===== config.mk =====
export PLATFORM = sky130hd
export DESIGN_NAME = lcdq_wavegen
export DESIGN_NICKNAME = d
export VERILOG_FILES = /design/src/rtl/lcdq_pkg.sv /design/src/rtl/lcdq_timebase.sv /design/src/rtl/lcdq_com_drive.sv /design/src/rtl/lcdq_seg_drive.sv /design/src/rtl/lcdq_wavegen.sv
export SDC_FILE = /design/constraint.sdc
export NUM_CORES = 1
export LEC_CHECK = 0
export BUFFER_PORTS_ARGS = -buffer_cell sky130_fd_sc_hd__buf_2
export CAP_MARGIN = 20
export CORE_AREA = 3 3 187 189
export CTS_BUF_LIST = sky130_fd_sc_hd__clkbuf_8 sky130_fd_sc_hd__clkbuf_16
export DETAILED_ROUTE_END_ITERATION = 7
export DIE_AREA = 0 0 190 192
export SKIP_CTS_REPAIR_TIMING = 1
export SYNTH_ARGS = -nofsm -noshare
export SYNTH_HDL_FRONTEND = slang
export SYNTH_HIERARCHICAL = 1
export SYNTH_SLANG_ARGS = --single-unit
export TNS_END_PERCENT = 5

===== constraint.sdc =====
create_clock -name clk -period 4.3 [get_ports clk]
set_input_delay 0.43 -clock clk [delete_from_list [all_inputs] [get_ports clk]]
set_output_delay 0.43 -clock clk [all_outputs]
set_load 0.02 [all_outputs]

===== src/rtl/lcdq_pkg.sv =====
package lcdq_pkg;
   localparam int LVL_W   = 3;
   localparam int NUM_COM = 4;
   localparam int NUM_PH  = 2 * NUM_COM;
   localparam int PH_W    = $clog2(NUM_PH);
   localparam int SEL_W   = $clog2(NUM_COM);

   typedef enum logic [LVL_W-1:0] {
      LV_GND   = 3'd0,
      LV_THIRD = 3'd1,
      LV_HALF  = 3'd2,
      LV_TWO3  = 3'd3,
      LV_FULL  = 3'd4
   } lvl_e;
endpackage


===== src/rtl/lcdq_timebase.sv =====
module lcdq_timebase import lcdq_pkg::*; #(
   parameter int PHASE_TICKS = 64
) (
   input  logic             clk,
   input  logic             rst_n,
   input  logic             run,
   input  logic             osc_en,
   output logic [SEL_W-1:0] com_sel,
   output logic             pol_pos
);
   localparam int TICK_W = (PHASE_TICKS > 1) ? $clog2(PHASE_TICKS) : 1;
   localparam logic [TICK_W-1:0] TICK_LAST = TICK_W'(PHASE_TICKS - 1);

   logic [TICK_W-1:0] tick_q;
   logic [PH_W-1:0]   phase_q;

   // the timing restarts from the beginning whenever the drive is off
   always_ff @(posedge clk or negedge rst_n) begin
      if (!rst_n) begin
         tick_q  <= '0;
         phase_q <= '0;
      end else if (!run) begin
         tick_q  <= '0;
         phase_q <= '0;
      end else if (osc_en) begin
         if (tick_q == TICK_LAST) begin
            tick_q  <= '0;
            phase_q <= phase_q + 1'b1;
         end else begin
            tick_q <= tick_q + 1'b1;
         end
      end
   end

   assign com_sel = phase_q[SEL_W-1:0];
   assign pol_pos = ~phase_q[PH_W-1];
endmodule


===== src/rtl/lcdq_com_drive.sv =====
module lcdq_com_drive import lcdq_pkg::*; (
   input  logic                     active,
   input  logic                     bias_half,
   input  logic [SEL_W-1:0]         com_sel,
   input  logic                     pol_pos,
   output logic [NUM_COM*LVL_W-1:0] com_lvl
);
   for (genvar j = 0; j < NUM_COM; j++) begin : g_com
      lvl_e lv;
      always_comb begin
         if (!active)
            lv = LV_GND;
         else if (com_sel == SEL_W'(j))
            lv = pol_pos ? LV_FULL : LV_GND;
         else if (bias_half)
            lv = LV_HALF;
         else
            lv = pol_pos ? LV_THIRD : LV_TWO3;
      end
      assign com_lvl[j*LVL_W +: LVL_W] = lv;
   end
endmodule


===== src/rtl/lcdq_seg_drive.sv =====
module lcdq_seg_drive import lcdq_pkg::*; (
   input  logic               active,
   input  logic               bias_half,
   input  logic               blank,
   input  logic [NUM_COM-1:0] pix,
   input  logic [SEL_W-1:0]   com_sel,
   input  logic               pol_pos,
   output logic [LVL_W-1:0]   lvl
);
   logic lit;
   lvl_e lv;

   assign lit = pix[com_sel] & ~blank;

   always_comb begin
      if (!active)
         lv = LV_GND;
      else if (lit)
         lv = pol_pos ? LV_GND : LV_FULL;
      else if (bias_half)
         lv = pol_pos ? LV_FULL : LV_GND;
      else
         lv = pol_pos ? LV_TWO3 : LV_THIRD;
   end

   assign lvl = lv;
endmodule


===== src/rtl/lcdq_wavegen.sv =====
module lcdq_wavegen import lcdq_pkg::*; #(
   parameter int NUM_SEG     = 66,
   parameter int PHASE_TICKS = 64
) (
   input  logic                     clk,
   input  logic                     rst_n,
   input  logic                     osc_en,
   input  logic [NUM_SEG*4-1:0]     disp_img,
   input  logic                     bias_half,
   input  logic                     seg_blank,
   input  logic                     pwr_save,
   input  logic                     inh_n,
   output logic [NUM_COM*LVL_W-1:0] com_lvl,
   output logic [NUM_SEG*LVL_W-1:0] seg_lvl
);
   initial begin
      assert (NUM_SEG >= 1) else $error("NUM_SEG must be at least 1");
      assert (PHASE_TICKS >= 2) else $error("PHASE_TICKS must be at least 2");
   end

   logic             active;
   logic [SEL_W-1:0] com_sel;
   logic             pol_pos;

   assign active = inh_n & ~pwr_save;

   lcdq_timebase #(.PHASE_TICKS(PHASE_TICKS)) i_timebase (
      .clk     (clk),
      .rst_n   (rst_n),
      .run     (active),
      .osc_en  (osc_en),
      .com_sel (com_sel),
      .pol_pos (pol_pos)
   );

   lcdq_com_drive i_com (
      .active    (active),
      .bias_half (bias_half),
      .com_sel   (com_sel),
      .pol_pos   (pol_pos),
      .com_lvl   (com_lvl)
   );

   for (genvar k = 0; k < NUM_SEG; k++) begin : g_seg
      lcdq_seg_drive i_seg (
         .active    (active),
         .bias_half (bias_half),
         .blank     (seg_blank),
         .pix       (disp_img[k*NUM_COM +: NUM_COM]),
         .com_sel   (com_sel),
         .pol_pos   (pol_pos),
         .lvl       (seg_lvl[k*LVL_W +: LVL_W])
      );
   end
endmodule


==> impl_metrics.tcl <==
set metrics [dict create \
    clk-insertion-delay-late_ns 0.24 \
    grt_pass1_vias 7290 \
    die_y_um 192 \
    syn_avg_cell_area_um2 8.99 \
    coreArea_mm2 0.0334 \
    hpwl_um 19600 \
    drtAntennaViolNets 0 \
    fmax_mhz 327 \
    drt-initial-drc-count 233 \
    ys_warn_count 6 \
    start_util_pct 19.6 \
    netlist-cell-type-count 30 \
    cts_made_buffers 3 \
    outcome "complete, no violations" \
    worstSetupPathType "flip-flop to primary output" \
    start_kind "flip-flop" \
    die_area_mm2 0.0365 \
    cts_sinks 9 \
    grt.total_usage_pct 12.4 \
    setup_tns_ns 0 \
    crit_path_end_kind "primary output" \
    finalCritPeriodShare_pct 71.2 \
    wirelength_um 25500 \
    synth_cells 728 \
    num-nets-final 1500 \
    synth.cell_area_mm2 0.00654 \
    clockBufferDepth 2 \
    ctsRootBufferMaster "clkbuf_16" \
    worstHoldPathType "input port to async pin" \
    setup_viol 0 \
    max_slew_margin_pct 40.6 \
    die_w_um 190 \
    synth_seq_cells 9 \
    powerDensity_mw_per_mm2 90.5 \
    cp_max_fo 44 \
    final_cell_mix "buf_2, nor2_1, mux2i_1" \
    layout_commonest_cell "buf_2" \
    grt_pass1_wl_um 38100 \
    cts_tree "done" \
    io_pins 481 \
    placementRows 67 \
    vias 7696 \
    syn_nets 1001 \
    finClkSkew_ns 0.00155 \
    portBuffers 480 \
    tightest_slew_ns 0.891 \
    grt_setup_unrepaired "false" \
    vdd_drop_max_v 0.0000852 \
    antenna_found_initial 1 \
    syn2layout_area_growth_pct 50.1 \
    routedWlPerCell_um 15.2 \
    gr-total-overflow 0 \
    maxCapViolCount 0 \
    final_max_slew_viol_count 0 \
    drive_gt1_share_pct 62.9 \
    remaining_drc_errors 0 \
    fin_crit_ns 3.06 \
    crit_arrival_ns 2.63 \
    h-tree-depth 1 \
    fillers 3587 \
    gp_congestion 0.792 \
    critPathRequiredTime_ns 3.87 \
    ys_seq_area_share_pct 3.44 \
    cts.reportedPaths.clkPinSlew_ns 0.04 \
    post_dp_cell_area_mm2 0.00971 \
    finalHoldViolCount 0 \
    final_area_mm2 0.00982 \
    first_pass_iters 4 \
    vias_per_cell 4.59 \
    grt_max_degree 148 \
    leakage_nw 5.24 \
]
==> cell type report <==
class | instances | area [um^2] | share of cell area, %
antenna | 1 | 2.50 | 0.0255
clock buffer | 3 | 75.1 | 0.765
clock inverter | 1 | 3.75 | 0.0382
inverter | 2 | 10.0 | 0.102
multi-input combinational | 714 | 6290 | 64.1
sequential | 9 | 233 | 2.37
tap | 448 | 561 | 5.71
timing repair buffer | 497 | 2640 | 26.9
==> sequential cells by signal, summed over array words and instances, names as in the netlist <==
name,flops
i_timebase/tick_q,6
i_timebase/phase_q,3
==> critical path: stages (launching register included) <==
cell and delay (ns):
dfrtp_4 0.89, buf_12 0.36, mux2_2 0.38, a22oi_2 0.28, mux2i_1 0.24, buf_2 0.19
==> kinds of logic (layout without fill, tap and decap cells) <==
logic type | Yosys count | count (layout) | share of synthesized area [%]
compound gates | 71 | 71 | 13.0
xor+xnor | 3 | 3 | 0.402
fa+ha+maj | 2 | 2 | 0.382
buf+inv | 5 | 503 | 0.402
flops | 9 | 9 | 3.44
mux | 202 | 202 | 37.2
other cells | 0 | 1 | 0
simple gates | 436 | 436 | 45.1
==> path summary, 6_finish.rpt <==
kind	endpoint	slack, ns	startpoint	cells past startpoint
setup / recovery	seg_lvl[62]	1.24	i_timebase/phase_q[1]$_DFFE_PN0P_	5
hold / removal	i_timebase/tick_q[1]$_DFFE_PN0P_	0.04	rst_n	1
setup reg to reg	i_timebase/phase_q[2]$_DFFE_PN0P_	2.66	i_timebase/phase_q[1]$_DFFE_PN0P_	4
hold reg to reg	i_timebase/tick_q[3]$_DFFE_PN0P_	0.58	i_timebase/tick_q[3]$_DFFE_PN0P_	2
max in group asynchronous	i_timebase/phase_q[1]$_DFFE_PN0P_	4.06	rst_n	1
min in group clk	i_timebase/tick_q[0]$_DFFE_PN0P_	0.48	osc_en	2
==> stage by stage <==
stage          hold slack [ns]  cells  utilization (%)  power, W  setup WS, ns
3_3_place_gp             0.294   1669             29.0  0.000720          1.49
5_1_grt                 0.0503   1675             29.4  0.000951          1.08
4_1_cts                 0.0489   1673             29.3  0.000898          1.20
6_report                0.0381   1675             29.4  0.000888          1.24
2_1_floorplan            0.134    728                -  0.000442        0.0403
3_5_place_dp             0.300   1669             29.0  0.000728          1.46
==> where the power goes <==
group	switching, W	internal, W
clock	0.0000413	0.000122
sequential	0.000000718	0.0000857
combinational	0.000340	0.000299
==> Yosys cell counts <==
cell	number	share of area, %
o22ai_1	1	0.096
xor2_1	1	0.13
or3_1	1	0.096
ha_1	2	0.38
nand3_1	67	5.1
nor3_1	4	0.31
nor3b_1	1	0.11
nand4_2	1	0.19
and3b_2	66	10
nor2b_1	68	6.5
inv_1	2	0.11
a22oi_2	66	13
and3_1	2	0.19
nand3b_1	1	0.11
and2_1	2	0.19
nand2b_1	68	6.5
mux2_2	66	11
clkbuf_1	1	0.057
o21ai_0	2	0.15
nand4_1	1	0.096
nand2_1	11	0.63
buf_4	2	0.23
xnor2_1	2	0.27
mux2_4	66	15
nor2_1	74	4.2
nor2b_4	3	0.63
mux2i_1	70	11
dfrtp_1	9	3.4
and4b_1	66	10
a21oi_1	2	0.15
==> metal layers <==
layer	share of wire [%]	GRT usage (%)	wire (um)
met1	41	15.5	10500
met2	50	22.9	12800
met3	6.9	1.46	1770
met4	1.9	2.62	480
met5	0	0	0
No activity file was read; power rests on OpenSTA's default activity.
